===== src/rtl/evt_irq_pkg.sv =====
package evt_irq_pkg;

  localparam int NUM_DET   = 2;
  localparam int LVL_W     = NUM_DET + 2;
  localparam int LOCK_IDX  = NUM_DET;
  localparam int EYE_IDX   = NUM_DET + 1;
  localparam int STICKY_W  = 7;
  localparam int GAIN_BASE = 4;
  localparam int EYE_BIT   = 3;
  localparam int LOCK_LOSS = 2;
  localparam int LOCK_GAIN = 6;

  typedef enum logic [1:0] {
    RD_NONE = 2'd0,
    RD_INT  = 2'd1,
    RD_LOS  = 2'd2,
    RD_CDR  = 2'd3
  } rdSel_e;

  typedef struct packed {
    logic   clearSticky;
    rdSel_e rdSel;
  } ctrlStrobe_t;

endpackage


===== src/rtl/evt_irq_sync.sv =====
module evt_irq_sync #(
  parameter int WIDTH  = 4,
  parameter int STAGES = 2
) (
  input  logic             clk,
  input  logic             rstN,
  input  logic [WIDTH-1:0] rawIn,
  output logic [WIDTH-1:0] syncOut
);

  logic [WIDTH-1:0] pipe [STAGES];

  for (genvar s = 0; s < STAGES; s++) begin : g_stage
    if (s == 0) begin : g_first
      always_ff @(posedge clk or negedge rstN) begin
        if (!rstN) pipe[0] <= '0;
        else       pipe[0] <= rawIn;
      end
    end else begin : g_next
      always_ff @(posedge clk or negedge rstN) begin
        if (!rstN) pipe[s] <= '0;
        else       pipe[s] <= pipe[s-1];
      end
    end
  end

  assign syncOut = pipe[STAGES-1];

endmodule


===== src/rtl/evt_irq_ctrl.sv =====
module evt_irq_ctrl
  import evt_irq_pkg::*;
#(
  parameter int              ADDR_W   = 8,
  parameter logic [ADDR_W-1:0] INT_ADDR = 8'h54,
  parameter logic [ADDR_W-1:0] LOS_ADDR = 8'h01,
  parameter logic [ADDR_W-1:0] CDR_ADDR = 8'h02
) (
  input  logic              rdStrobe,
  input  logic [ADDR_W-1:0] rdAddr,
  output ctrlStrobe_t       strobe
);

  always_comb begin
    strobe.rdSel = RD_NONE;
    if (rdAddr == INT_ADDR)      strobe.rdSel = RD_INT;
    else if (rdAddr == LOS_ADDR) strobe.rdSel = RD_LOS;
    else if (rdAddr == CDR_ADDR) strobe.rdSel = RD_CDR;
    strobe.clearSticky = rdStrobe && (rdAddr == INT_ADDR);
  end

endmodule


===== src/rtl/evt_irq_datapath.sv =====
module evt_irq_datapath
  import evt_irq_pkg::*;
(
  input  logic                clk,
  input  logic                rstN,
  input  logic [LVL_W-1:0]    syncLvl,
  input  logic                inputSel,
  input  logic                losIntSel,
  input  logic [7:0]          intEnable,
  input  ctrlStrobe_t         strobe,
  output logic [7:0]          rdData,
  output logic                irqOut,
  output logic                losPin,
  output logic [STICKY_W-1:0] evtVec,
  output logic [STICKY_W-1:0] stickyBits
);

  logic [LVL_W-1:0]    prevLvl;
  logic [LVL_W-1:0]    riseLvl;
  logic [LVL_W-1:0]    fallLvl;
  logic                selLevel;
  logic [7:0]          statusByte;
  logic [7:0]          losByte;
  logic [7:0]          cdrByte;

  always_ff @(posedge clk or negedge rstN) begin
    if (!rstN) prevLvl <= '0;
    else       prevLvl <= syncLvl;
  end

  assign riseLvl = syncLvl & ~prevLvl;
  assign fallLvl = ~syncLvl & prevLvl;

  always_comb begin
    evtVec = '0;
    for (int i = 0; i < NUM_DET; i++) begin
      evtVec[GAIN_BASE + i] = riseLvl[i];
      evtVec[i]             = fallLvl[i];
    end
    evtVec[LOCK_GAIN] = riseLvl[LOCK_IDX];
    evtVec[LOCK_LOSS] = fallLvl[LOCK_IDX];
    evtVec[EYE_BIT]   = riseLvl[EYE_IDX];
  end

  always_ff @(posedge clk or negedge rstN) begin
    if (!rstN)                   stickyBits <= '0;
    else if (strobe.clearSticky) stickyBits <= evtVec;
    else                         stickyBits <= stickyBits | evtVec;
  end

  assign selLevel   = inputSel ? syncLvl[1] : syncLvl[0];
  assign statusByte = {selLevel, stickyBits};

  always_comb begin
    losByte = '0;
    for (int i = 0; i < NUM_DET; i++) losByte[i] = ~syncLvl[i];
    cdrByte = '0;
    cdrByte[4:3] = {2{syncLvl[LOCK_IDX]}};
  end

  always_comb begin
    case (strobe.rdSel)
      RD_INT:  rdData = statusByte;
      RD_LOS:  rdData = losByte;
      RD_CDR:  rdData = cdrByte;
      default: rdData = 8'h00;
    endcase
  end

  assign irqOut = |(stickyBits & intEnable[STICKY_W-1:0]);
  assign losPin = losIntSel ? irqOut : selLevel;

endmodule


===== src/rtl/evt_irq_ctl.sv =====
module evt_irq_ctl
  import evt_irq_pkg::*;
#(
  parameter int                ADDR_W      = 8,
  parameter logic [ADDR_W-1:0] INT_ADDR    = 8'h54,
  parameter logic [ADDR_W-1:0] LOS_ADDR    = 8'h01,
  parameter logic [ADDR_W-1:0] CDR_ADDR    = 8'h02,
  parameter int                SYNC_STAGES = 2
) (
  input  logic              clk,
  input  logic              rstN,
  input  logic [1:0]        sigDetIn,
  input  logic              cdrLockIn,
  input  logic              eyeThreshIn,
  input  logic              inputSel,
  input  logic              losIntSel,
  input  logic              rdStrobe,
  input  logic [ADDR_W-1:0] rdAddr,
  input  logic [7:0]        intEnable,
  output logic [7:0]        rdData,
  output logic              irqOut,
  output logic              losPin
);

  logic [LVL_W-1:0]    syncLvl;
  ctrlStrobe_t         strobe;
  logic [STICKY_W-1:0] evtVec;
  logic [STICKY_W-1:0] stickyBits;

  evt_irq_sync #(.WIDTH(LVL_W), .STAGES(SYNC_STAGES)) u_sync (
    .clk     (clk),
    .rstN    (rstN),
    .rawIn   ({eyeThreshIn, cdrLockIn, sigDetIn}),
    .syncOut (syncLvl)
  );

  evt_irq_ctrl #(
    .ADDR_W(ADDR_W), .INT_ADDR(INT_ADDR), .LOS_ADDR(LOS_ADDR), .CDR_ADDR(CDR_ADDR)
  ) u_ctrl (
    .rdStrobe (rdStrobe),
    .rdAddr   (rdAddr),
    .strobe   (strobe)
  );

  evt_irq_datapath u_dp (
    .clk        (clk),
    .rstN       (rstN),
    .syncLvl    (syncLvl),
    .inputSel   (inputSel),
    .losIntSel  (losIntSel),
    .intEnable  (intEnable),
    .strobe     (strobe),
    .rdData     (rdData),
    .irqOut     (irqOut),
    .losPin     (losPin),
    .evtVec     (evtVec),
    .stickyBits (stickyBits)
  );

endmodule


===== config.mk =====
export PLATFORM = sky130hd
export DESIGN_NAME = evt_irq_ctl
export DESIGN_NICKNAME = d
export VERILOG_FILES = /design/src/rtl/evt_irq_pkg.sv /design/src/rtl/evt_irq_sync.sv /design/src/rtl/evt_irq_ctrl.sv /design/src/rtl/evt_irq_datapath.sv /design/src/rtl/evt_irq_ctl.sv
export SDC_FILE = /design/constraint.sdc
export NUM_CORES = 1
export LEC_CHECK = 0
export BUFFER_PORTS_ARGS = -buffer_cell sky130_fd_sc_hd__buf_2
export CORE_UTILIZATION = 47
export CTS_CLUSTER_SIZE = 40
export DETAILED_ROUTE_END_ITERATION = 12
export PLACE_DENSITY = 0.8
export SLEW_MARGIN = 20
export SYNTH_ARGS = -nofsm -noshare
export SYNTH_HDL_FRONTEND = slang
export SYNTH_SLANG_ARGS = --single-unit

===== constraint.sdc =====
create_clock -name clk -period 2.22 [get_ports clk]
set_input_delay 0.111 -clock clk [delete_from_list [all_inputs] [get_ports clk]]
set_output_delay 0.111 -clock clk [all_outputs]
set_load 0.1 [all_outputs]

After elaboration in Yosys (flattened, before gate mapping)
Index checks and enable logic that the tools add are counted.

Equal/unequal tests: 6. Mux-type cells: 7. Bitwise gates (word level): 8. Reduce and logical (&&, ||, !) cells: 2.

Operators with widths (count): one-hot mux 8 bit (3 select lines) (1); == test 8 x 1 -> 1 bit (second input constant) (1); == test 8 x 2 -> 1 bit (second input constant) (1); == test 8 x 7 -> 1 bit (second input constant) (1); AND 7 bit (1); 2-to-1 mux 7 bit (1); bitwise OR 7 bit (1); OR reduction 7 bit (1); 2-to-1 mux 2 bit (3); AND 4 bit (1); == test 2 bit (second input constant) (2); inverter 4 bit (1); AND 3 bit (1); inverter 3 bit (1); == test 2 x 1 -> 1 bit (second input constant) (1); 2-to-1 mux 1 bit (2); inverter 1 bit (2); logical AND 1 bit (1).

Register bits after elaboration: 19. Input port bits: 25. Output and inout port bits: 10.

Longest topological paths before layout
Word-level depth: 6. Depth in mapped cells: 3.

Hierarchy
From an unflattened synthesis, not the netlist that was laid out.

Cell total of the unflattened synthesis: 69. Area total of the unflattened synthesis: 830.8 µm².

Modules (own cells, without submodules): evt_irq_datapath (times used 1, cells an instance 48, area each 523.0 µm², sequential area each 275.3 µm²); evt_irq_sync (times used 1, cells an instance 12, area each 230.2 µm², sequential area each 200.2 µm²); evt_irq_ctrl (times used 1, cells an instance 9, area each 77.6 µm², sequential area each 0.0 µm²).

Least setup slack after synthesis
Ideal clock, no wire load.

Path kind: reg-to-output. Start: register u_dp.stickyBits[0]. End: output port losPin. Arrival time: 2300 ps. Required time: 2109 ps. Setup slack: -191 ps. Stages on the path, launching flop included: 4. Path through: dfrtp_1 a222oi_1 nand3_1 o21a_1.

Longest elaborated chain between the ends: 3.

Ends and longest elaborated chain: start, declared (line evt_irq_datapath.sv:15) `output logic [STICKY_W-1:0] stickyBits`; start signal, assigned (line evt_irq_datapath.sv:47) `else if (strobe.clearSticky) stickyBits <= evtVec;`; start signal, assigned (line evt_irq_datapath.sv:48) `else stickyBits <= stickyBits | evtVec;`; AND 7 bit (line evt_irq_datapath.sv:70) `assign irqOut = |(stickyBits & intEnable[STICKY_W-1:0]);`; OR reduction 7 bit (line evt_irq_datapath.sv:70); named net irqOut (line evt_irq_ctl.sv:21) `output logic irqOut,`; 2-to-1 mux 1 bit (line evt_irq_datapath.sv:71) `assign losPin = losIntSel ? irqOut : selLevel;`; end, declared (line evt_irq_ctl.sv:22) `output logic losPin`.

The timed path passes the listed nets, and every way through them passes these cells.

Worst setup path in the final report
Start: register u_dp.stickyBits[0]. End: output port losPin.

Longest elaborated chain between the ends: 3.

Ends and longest elaborated chain (line): AND 7 bit (evt_irq_datapath.sv:70); OR reduction 7 bit (evt_irq_datapath.sv:70); 2-to-1 mux 1 bit (evt_irq_datapath.sv:71).

No other way between the ends.

==> summary.txt <==
Cells and area
  – # diodes: 0
  – Layout cells sized above 1: 46.4%
  – Final nets: 123
  – Synthesis-to-layout area growth: 35.0%

Power
  – Static Leak: 0.542 nW
  – Cell internal pwr: 0.455 mW
  – Switching power share of the total: 23.7%
  – Clock share of power: 27.3%
  – Worst VDD drop: 0.000390 V
  – Overall power: 0.597 mW
  – Comb pwr share: 11.7%
  – Switching Power: 0.142 mW
  – Flop pwr share: 61.0%
  – Power Dens Cells: 577 nW/µm²

Floorplanning
  – Core area: 1510 µm²
  – Boundary Pins: 35
  – Die area: 1790 µm²
  – Initial Util: 50.8%
  – Chip height: 42.4 µm
  – Die X: 42.4 µm
  – Rows: 14

CTS
  – # resized after CTS: 0
  – Bufs on Longest Clock Path: 2
  – CTS Buf Count: 3
  – Worst-path clk slew: 100 ps
  – CTS Hold Bufs: 5
  – Clock latency on the worst-skew pair: 290 ps
  – H-tree depth: 1
  – Setup Buffers After CTS: 0
  – CTS tree: yes
  – Root buf cell: clkbuf_4
  – Sink Count: 19

Logic synthesis
  – Post-Synthesis Cells: 55
  – Biggest area consumer among synthesized cells: dfrtp_1
  – Share of the synthesized area in the top cell type: 62.1%
  – Seq/Total Area, Yosys: 62.1%
  – Synth top area cells: dfrtp_1 62%, o2bb2ai_1 5.7%, a22o_1 4.6%
  – YS warnings: 0
  – Unique masters post-synth: 22
  – Post-Syn Area: 766 µm²
  – #FFs+latches synth: 19
  – Post-Syn Nets: 80
  – Mapped Avg Cell Area: 13.9 µm²

Detailed routing
  – Via count: 604
  – WL per Instance: 11.8 µm
  – DRC: 0
  – DRT antenna net count: 0
  – Vias per cell: 5.35
  – DRT Wirelength: 1.34 mm
  – Iteration-0 DRC Markers: 14
  – DR pass1 iterations: 4

Global routing
  – GRT Residual Overflow: 0
  – Largest net degree at the start of global routing: 20
  – Initial antenna violation count: 0
  – GRT Total Usage: 17.1%
  – First-pass GRT wire length: 2.33 mm
  – Vias in the first global route: 585

Timing
  – Final setup violation count: 0
  – Skew final: 4.52 ps
  – F_max: 569 MHz
  – Hold slack: 159 ps
  – Final max-slew violation count: 0
  – Slew margin rel.: 67.9%
  – RSZ-0062 raised after global routing: no
  – Total negative slack: 0 ps
  – Post-layout minimum cycle time: 1760 ps
  – Hold Fails Final Rpt: 0
  – Worst-margin pin slew: 485 ps
  – Period utilisation layout: 79.1%

Place
  – Buffers on Ports: 33
  – GP Congestion: 0.762
  – HPWL after detailed placement: 1.05 mm

Setup path
  – Crit. End Element: output pin
  – CP required: 2110 ps
  – WP data arrival: 1650 ps
  – CP Class: reg -> out
  – Worst Path Max Fanout: 3
  – Setup crit start kind: register
  – Register-to-register setup slack: 1430 ps

Worst hold path
  – Hold Crit Class: in -> reg

Flow run
  – Max-cap viol count: 0

Status
  – Status: complete, no violations
-- state kept, by name, indices dropped and copies added (netlist names) --
signal / count
u_dp.prevLvl: 4
u_sync.pipe: 4
u_sync.syncOut: 4
u_dp.stickyBits: 7
-- worst paths after layout --
| check | cells after the start | startpoint | endpoint |
|---|---|---|---|
| worst max-delay path | 4 | u_dp.stickyBits[0] | losPin |
| worst min register to register | 0 | u_sync.pipe[5] | u_sync.syncOut[1] |
| worst max register to register | 2 | u_sync.syncOut[0] | u_dp.stickyBits[0] |
| max in group asynchronous | 2 | rstN | u_dp.stickyBits[2] |
| min in group asynchronous | 2 | rstN | u_dp.prevLvl[1] |
| worst min-delay path | 3 | rdStrobe | u_dp.stickyBits[1] |
-- cell type report --
class	count	area (µm²)
clock buffer	3	22.5
clock inverter	1	5.00
fill	111	473
inverter	5	18.8
multi-input combinational	31	277
sequential	19	475
tap	16	20.0
timing repair buffer	38	215
-- logic make-up (layout without fill, tap and decap cells) --
family	Yosys count	count (layout)	synth area share, %
flip-flops	19	19	62.1
buffers and inverters	5	47	2.45
AO/OA/AOI/OAI	15	15	16.5
multiplexers	1	1	1.31
AND/OR/NAND/NOR	15	15	17.6
-- cell usage in the layout (no fill, tap or decap), types with 2 or more instances in the layout --
master         netlist  layout
clkbuf_4             0       3
dfrtp_1             19      19
dlygate4sd3_1        0       5
and3_2               3       3
inv_1                5       5
a22oi_1              2       2
o2bb2ai_1            5       5
a22o_1               4       4
buf_2                0      33
a21o_1               2       2
-- worst max-delay path: stages, from the launching register on --
cell and delay [ps]:
dfrtp_1 420, a222oi_1 350, nand3_2 120, o21a_1 190, buf_2 290
-- power groups by stage --
stage          logic, mW  registers, mW  clock network [mW]
2_1_floorplan     0.0296          0.369                   0
3_5_place_dp      0.0636          0.371                   0
5_1_grt           0.0763          0.366               0.185
6_report          0.0696          0.364               0.163
4_1_cts           0.0704          0.364               0.171
3_3_place_gp      0.0620          0.370                   0
-- synthesized netlist by cell type --
master / count
nor4b_4: 1
o2bb2ai_1: 5
and4bb_2: 1
a22oi_1: 2
nor4_1: 1
dfrtp_1: 19
o21a_1: 1
nand3_1: 1
and3_2: 3
a22o_1: 4
nand3_4: 1
nand2_1: 1
and2_4: 1
and3b_1: 1
a21o_1: 2
mux2i_1: 1
nor2_1: 1
nand4b_1: 1
and2b_1: 1
a222oi_1: 1
and3_1: 1
inv_1: 5
-- layer usage --
metal / track usage [%] / up-vias / wire length [µm]
li1: - / 291 / -
met1: 22.4 / 280 / 600
met2: 27.7 / 31 / 608
met3: 3.45 / 2 / 123
met4: 7.50 / 0 / 6
met5: 0 / - / 0
-- per-stage QoR --
stage               area [µm²]  utilization [%]  std cells  setup slack, ps
floorplan                  771                -         55             79.0
CTS                       1030             68.6        113              439
global route              1030             68.6        113              340
finish                    1030             68.6        113              463
detailed placement         956             63.5        104              671
global placement           956             63.5        104              679
Power figures use the tool's default switching activity.
